[src/rtl/cru_pkg.sv]
package cru_pkg;

    typedef enum logic [1:0] {
        ACT_IDLE = 2'd0,
        ACT_LOAD = 2'd1,
        ACT_CMP  = 2'd2,
        ACT_BIT  = 2'd3
    } act_e;

    typedef enum logic [2:0] {
        BOP_AND  = 3'd0,
        BOP_ANDC = 3'd1,
        BOP_EQV  = 3'd2,
        BOP_NAND = 3'd3,
        BOP_NOR  = 3'd4,
        BOP_OR   = 3'd5,
        BOP_ORC  = 3'd6,
        BOP_XOR  = 3'd7
    } bop_e;

endpackage

[src/rtl/cru_compare.sv]
module cru_compare #(
    parameter int DW = 32
) (
    input  logic [DW-1:0] op_a,
    input  logic [DW-1:0] op_b,
    output logic [2:0]    flags   // {LT, GT, EQ}
);
    logic lt, gt, eq;

    always_comb begin
        lt    = $signed(op_a) < $signed(op_b);
        gt    = $signed(op_a) > $signed(op_b);
        eq    = (op_a == op_b);
        flags = {lt, gt, eq};
    end

    // the three relations are mutually exclusive and one always holds
    always_comb begin
        assert_cmp_onehot_R2: assert ($countones(flags) == 1);
    end
endmodule

[src/rtl/cru_bitop.sv]
module cru_bitop
    import cru_pkg::*;
#(
    parameter int W    = 32,
    parameter int IDXW = $clog2(W)
) (
    input  logic [W-1:0]    word,
    input  logic [IDXW-1:0] idx_a,
    input  logic [IDXW-1:0] idx_b,
    input  logic [2:0]      op,
    output logic            res
);
    localparam logic [IDXW-1:0] TOP = IDXW'(W - 1);

    logic va, vb;

    always_comb begin
        va = word[TOP - idx_a];
        vb = word[TOP - idx_b];
        unique case (bop_e'(op))
            BOP_AND:  res = va & vb;
            BOP_ANDC: res = va & ~vb;
            BOP_EQV:  res = ~(va ^ vb);
            BOP_NAND: res = ~(va & vb);
            BOP_NOR:  res = ~(va | vb);
            BOP_OR:   res = va | vb;
            BOP_ORC:  res = va | ~vb;
            BOP_XOR:  res = va ^ vb;
            default:  res = 1'b0;
        endcase
    end
endmodule

[src/rtl/cru_branch.sv]
module cru_branch #(
    parameter int NFIELD = 8,
    parameter int FW     = 4,
    parameter int W      = NFIELD * FW,
    parameter int IDXW   = $clog2(W),
    parameter int FSELW  = $clog2(NFIELD),
    parameter int FLGW   = $clog2(FW)
) (
    input  logic [W-1:0]     word,
    input  logic [FSELW-1:0] field,
    input  logic [FLGW-1:0]  flag,
    input  logic             pol,
    output logic             taken
);
    localparam logic [IDXW-1:0] TOP = IDXW'(W - 1);

    logic [IDXW-1:0] pos;

    always_comb begin
        pos   = IDXW'(field) * IDXW'(FW) + IDXW'(flag);
        taken = (word[TOP - pos] == pol);
    end
endmodule

[src/rtl/cond_reg_unit.sv]
module cond_reg_unit
    import cru_pkg::*;
#(
    parameter int NFIELD = 8,
    parameter int FW     = 4,
    parameter int DW     = 32
) (
    input  logic                        clk,
    input  logic                        rst_n,
    input  logic                        load_en,
    input  logic [NFIELD*FW-1:0]        load_word,
    input  logic                        cmp_en,
    input  logic [DW-1:0]               cmp_a,
    input  logic [DW-1:0]               cmp_b,
    input  logic [$clog2(NFIELD)-1:0]   cmp_field,
    input  logic                        so_in,
    input  logic                        bop_en,
    input  logic [2:0]                  bop_op,
    input  logic [$clog2(NFIELD*FW)-1:0] bop_a,
    input  logic [$clog2(NFIELD*FW)-1:0] bop_b,
    input  logic [$clog2(NFIELD*FW)-1:0] bop_d,
    input  logic [$clog2(NFIELD)-1:0]   br_field,
    input  logic [$clog2(FW)-1:0]       br_flag,
    input  logic                        br_pol,
    output logic [NFIELD*FW-1:0]        cr_out,
    output logic                        br_taken
);
    localparam int W     = NFIELD * FW;
    localparam int IDXW  = $clog2(W);
    localparam int FSELW = $clog2(NFIELD);
    localparam logic [IDXW-1:0] TOP   = IDXW'(W - 1);
    localparam logic [W-1:0]    FMASK = {{FW{1'b1}}, {(W-FW){1'b0}}};

    act_e         act;
    logic [W-1:0] cr_q, cr_d, cmp_word;
    logic [2:0]   cmp_flags;
    logic         bop_res;

    cru_compare #(.DW(DW)) u_cmp (
        .op_a (cmp_a),
        .op_b (cmp_b),
        .flags(cmp_flags)
    );

    cru_bitop #(.W(W), .IDXW(IDXW)) u_bop (
        .word (cr_q),
        .idx_a(bop_a),
        .idx_b(bop_b),
        .op   (bop_op),
        .res  (bop_res)
    );

    cru_branch #(.NFIELD(NFIELD), .FW(FW)) u_br (
        .word (cr_q),
        .field(br_field),
        .flag (br_flag),
        .pol  (br_pol),
        .taken(br_taken)
    );

    // per-field replacement word for a compare
    for (genvar g = 0; g < NFIELD; g++) begin : g_field
        localparam int HI = W - 1 - g * FW;
        assign cmp_word[HI -: FW] = (cmp_field == FSELW'(g))
                                    ? {cmp_flags, {(FW-3){so_in}}}
                                    : cr_q[HI -: FW];
    end

    // action arbitration: load > compare > bit-op
    always_comb begin
        if (load_en)      act = ACT_LOAD;
        else if (cmp_en)  act = ACT_CMP;
        else if (bop_en)  act = ACT_BIT;
        else              act = ACT_IDLE;
    end

    always_comb begin
        cr_d = cr_q;
        unique case (act)
            ACT_IDLE: cr_d = cr_q;
            ACT_LOAD: cr_d = load_word;
            ACT_CMP:  cr_d = cmp_word;
            ACT_BIT:  cr_d[TOP - bop_d] = bop_res;
            default:  cr_d = cr_q;
        endcase
    end

    always_ff @(posedge clk) begin
        if (!rst_n) cr_q <= '0;
        else        cr_q <= cr_d;
    end

    assign cr_out = cr_q;

    function automatic logic [FW-1:0] nib(input logic [W-1:0] w, input logic [FSELW-1:0] f);
        nib = w[W - 1 - int'(f) * FW -: FW];
    endfunction

    // only the compared field may change
    assert_cmp_fieldonly_R2: assert property (@(posedge clk) disable iff (!rst_n)
        (act == ACT_CMP) |=> (((cr_q ^ $past(cr_q)) & ~(FMASK >> (int'($past(cmp_field)) * FW))) == '0));
    // exactly one relation flag in the written field
    assert_cmp_one_rel_R2: assert property (@(posedge clk) disable iff (!rst_n)
        (act == ACT_CMP) |=> ($countones(nib(cr_q, $past(cmp_field)) & {{(FW-1){1'b1}}, 1'b0}) == 1));
    // SO copied from the input
    assert_so_copy_R3: assert property (@(posedge clk) disable iff (!rst_n)
        (act == ACT_CMP) |=> (((nib(cr_q, $past(cmp_field)) & FW'(1)) != '0) == $past(so_in)));
    // a bit-op touches at most one bit
    assert_bop_single_R5: assert property (@(posedge clk) disable iff (!rst_n)
        (act == ACT_BIT) |=> ($countones(cr_q ^ $past(cr_q)) <= 1));
    // load takes the whole word
    assert_load_word_R7: assert property (@(posedge clk) disable iff (!rst_n)
        load_en |=> (cr_q == $past(load_word)));
    // no request, no change
    assert_hold_idle_R7: assert property (@(posedge clk) disable iff (!rst_n)
        (!load_en && !cmp_en && !bop_en) |=> $stable(cr_q));
    // load wins against simultaneous requests
    assert_load_wins_R8: assert property (@(posedge clk) disable iff (!rst_n)
        (load_en && (cmp_en || bop_en)) |=> (cr_q == $past(load_word)));
endmodule

[config.mk]
export PLATFORM = sky130hd
export DESIGN_NAME = cond_reg_unit
export DESIGN_NICKNAME = d
export VERILOG_FILES = /design/src/rtl/cru_pkg.sv /design/src/rtl/cru_compare.sv /design/src/rtl/cru_bitop.sv /design/src/rtl/cru_branch.sv /design/src/rtl/cond_reg_unit.sv
export SDC_FILE = /design/constraint.sdc
export NUM_CORES = 1
export LEC_CHECK = 0
export ABC_CLOCK_PERIOD_IN_PS = 3300
export BUFFER_PORTS_ARGS = -buffer_cell sky130_fd_sc_hd__buf_2
export CAP_MARGIN = 25
export CORE_ASPECT_RATIO = 1.2
export CORE_MARGIN = 1
export CORE_UTILIZATION = 35
export CTS_BUF_LIST = sky130_fd_sc_hd__clkbuf_4
export DETAILED_ROUTE_END_ITERATION = 10
export SETUP_SLACK_MARGIN = 0.15
export SLEW_MARGIN = 15
export SYNTH_ARGS = -nofsm -noshare
export SYNTH_HDL_FRONTEND = slang
export SYNTH_HIERARCHICAL = 1
export SYNTH_SLANG_ARGS = --single-unit
[constraint.sdc]
create_clock -name clk -period 3.3 [get_ports clk]
set_input_delay 0.165 -clock clk [delete_from_list [all_inputs] [get_ports clk]]
set_output_delay 0.165 -clock clk [all_outputs]
set_load 0.1 [all_outputs]
==> flow_summary.yaml <==
run_status:
  status: "complete, but fails checks"
  violations: "negative setup slack"
worst_setup_path:
  crit_family: "compound AO/OA/AOI/OAI gates"
  cp_data_arrival_time_ns: 3.60
  start_kind: "register"
  crit_fanout: 8
  cp_common_cell: "a31oi_1"
  cpPeakStageDelay_ns: 0.51
  path_cells: "mux2_4, o311ai_4, a221oi_2, a22o_1, a311o_1, ha_2, mux2_2, mux4_2, nand4bb_4, clkbuf_16, nor3_1, a31oi_1, a31oi_1"
  crit_type: "register to register"
  r2r_start: "cr_out[7]$_SDFFE_PN0P_"
  crit_slowest_cell: "mux4_2"
  setup.worst_path.end_class: "register"
  cp_num_buf_inv: 1
  required_ns: 3.51
  crit_start: "cr_out[7]$_SDFFE_PN0P_"
routing:
  drt-initial-drc-count: 386
  post_drt_wl_per_cell_um: 18.74
  vias: 5038
  drt-total-wl_um: 16170
  vias_per_cell: 5.838
  dr.pass1.iters: 5
  ant_nets: 0
  drc_errors: 0
logic_synthesis:
  ys_seq_area_frac: 0.1552
  synth_top_family_by_area: "compound AO/OA/AOI/OAI gates"
  synth_fa_ha_area_frac: 0.1092
  synth_warnings: 6
  synth_compound_area_frac: 0.3135
  syn_nets: 715
  synth_area_um2: 4126
  syn_avg_cell_area_um2: 7.503
  synthDistinctLibCells: 55
  synth_edf_count: 0
  syn_inst: 550
  synth_ff_type: "dfxtp_1"
  synth_xor_area_frac: 0.004245
  yosys.area_share.simple: 0.2035
  synthArstFlopShare: 0
  synth-seq-cells: 32
  synthMuxAreaShare: 0.1277
placement:
  dp_hpwl_um: 12610
  place_congestion: 0.9063
  port_buffers: 161
  placed_cells: 851
power:
  p_per_area_nw_per_um2: 306.5
  p_int_mw: 0.8168
  switchingPower_mw: 0.8375
  peakVddDrop_v: 0.0001370
  power.total_mw: 1.654
  comb_power_share: 0.550
  leakagePower_nw: 2.423
  swShare: 0.5063
  clockPowerShare: 0.150
  p_seq_frac: 0.301
job:
  drv_cap: 0
finish:
  final_cell_count_no_fill: 863
  largest_reg_flops: 32
  areaGrowthSynthToFinish_pct: 30.81
  drive_above_1_share: 0.3702
  utilization: 0.4688
  fill_cells: 1182
  layout.nets: 869
sta:
  hold_viol: 0
  clock_skew_ns: 0.009116
  finalSetupTns_ns: -1.865
  rsz0062_at_grt: "yes"
  min_period_ns: 3.389
  final-setup-viol-count: 32
  hold_ws_ns: 0.1045
  period_share: 1.027
  slew_headroom: 0.4750
  worstMarginPinSlew_ns: 0.7846
  setup_slack_ns: -0.08921
  slew_viol_final: 0
  fmax_mhz: 295.1
floorplan:
  design.die.area_um2: 12230
  rows: 43
  start_util: 0.3584
  fp.dieW_um: 101.1
  core_um2: 11510
  die_h_um: 120.9
  ioPinCount: 162
clocking:
  clock-sinks: 32
  postCtsHoldBufs: 0
  cts_inserted_buffers: 5
  clockRootBuffer: "clkbuf_4"
  clk_pin_slew_worst_paths_ns: 0.11
  clkLatencyLatePin_ns: 0.36
  cts_tree: "done"
  clockBufferDepth: 2
  h-tree-depth: 2
min_path:
  hp-class: "primary input to register"
  min_from: "load_word[22]"
grt:
  grt_first_pass_wirelength_um: 24610
  track_usage: 0.2624
  grt_max_degree: 33
  grt_antenna_before_repair: 1
  gr-total-overflow: 0
  first_global_vias: 4845
-- worst register-to-register path, cell delays in order (launching register included) --
cell and delay (ns):
dfxtp_4 0.37, mux2_4 0.29, o311ai_4 0.26, a221oi_2 0.06
a22o_1 0.28, a311o_1 0.32, ha_2 0.20, mux2_2 0.26
mux4_2 0.51, nand4bb_4 0.19, clkbuf_16 0.19, nor3_1 0.06
a31oi_1 0.16, a31oi_1 0.10
-- power groups by stage --
| stage | logic (mW) | clock network (mW) | registers (mW) |
|---|---|---|---|
| final | 0.909 | 0.247 | 0.497 |
| after global routing | 0.967 | 0.269 | 0.502 |
| after CTS | 0.889 | 0.252 | 0.494 |
| after detailed placement | 0.867 | 0 | 0.503 |
| after global placement | 0.855 | 0 | 0.503 |
| after floorplan | 0.376 | 0 | 0.729 |
-- synthesized netlist by cell type, types with 8 or more instances --
cell / instances / area share
inv_1: 37 / 0.034
nor2b_1: 10 / 0.015
buf_2: 11 / 0.013
nand2_1: 51 / 0.046
o311ai_2: 10 / 0.039
a22oi_1: 8 / 0.015
mux2i_1: 44 / 0.11
o21ai_0: 33 / 0.040
ha_1: 36 / 0.11
nand3_1: 8 / 0.0097
clkbuf_1: 11 / 0.010
a31oi_1: 65 / 0.099
dfxtp_1: 32 / 0.16
a21oi_1: 48 / 0.058
nor3_1: 33 / 0.040
-- cell type report --
cell class,count,area [µm²],area share
Clock inverter,1,3.754,0.0006954
Inverter,38,142.6,0.02643
Sequential cell,32,673.1,0.1247
Timing Repair Buffer,184,1041,0.1929
Multi-Input combinational cell,443,3286,0.6087
Tap cell,157,196.4,0.03639
Clock buffer,7,52.55,0.009736
Antenna cell,1,2.502,0.0004636
-- path summary, 6_finish.rpt --
| kind | endpoint | slack (ns) | depth (start not counted) |
|---|---|---|---|
| min reg2reg | cr_out[6]$_SDFFE_PN0P_ | 0.60 | 2 |
| max reg2reg | cr_out[18]$_SDFFE_PN0P_ | -0.09 | 13 |
| min | cr_out[22]$_SDFFE_PN0P_ | 0.10 | 3 |
| max | cr_out[18]$_SDFFE_PN0P_ | -0.09 | 13 |
-- logic make-up (layout without fill, tap and decap cells) --
logic type,count (synthesis),count (layout)
DFF,32,32
AOI/OAI and AO/OA,196,196
adders and majority gates,36,36
other,0,1
buffers and inverters,75,230
xor gates and xnor gates,2,2
and+or+nand+nor,159,159
muxes,50,50
-- cell usage in the layout (no fill, tap or decap), types with 4 or more instances in the layout --
cell type	instances
a21oi_1	48
a22o_1	4
a22oi_1	8
a31oi_1	65
and2_1	4
and3_1	6
buf_2	161
buf_4	19
clkbuf_4	7
dfxtp_1	12
dfxtp_2	17
ha_1	34
inv_1	37
mux2i_1	44
nand2_1	51
nand2b_1	7
nand3_1	8
nand4_1	7
nor2_1	6
nor2b_1	10
nor3_1	18
nor3_2	15
nor3b_1	7
o21ai_0	33
o21ai_1	4
o311ai_2	8
-- routing by layer --
metal | global-route usage | up-vias | part of all wire | wire length (µm)
met5 | 0 | - | 0 | 0
met4 | 0.1422 | 0 | 0.041 | 659
met3 | 0.03802 | 41 | 0.073 | 1186
met2 | 0.4566 | 254 | 0.49 | 7856
met1 | 0.3061 | 2337 | 0.40 | 6469
li1 | - | 2406 | - | -
-- what timing repair did --
action	CTS	global route
resized for setup	14	8
cloned	1	1
pin swaps	0	10
setup endpoints to repair	32	32
setup buffers	0	1
-- stage by stage --
| stage | instance area, µm² | worst slack (ns) |
|---|---|---|
| final | 5398 | -0.08921 |
| after CTS | 5320 | -0.02033 |
| after detailed placement | 5155 | -0.1618 |
| after global routing | 5398 | -0.1507 |
| after floorplan | 4202 | 0.07334 |
| after global placement | 5155 | -0.08040 |
Note: power is estimated with default switching activity, not from simulation.
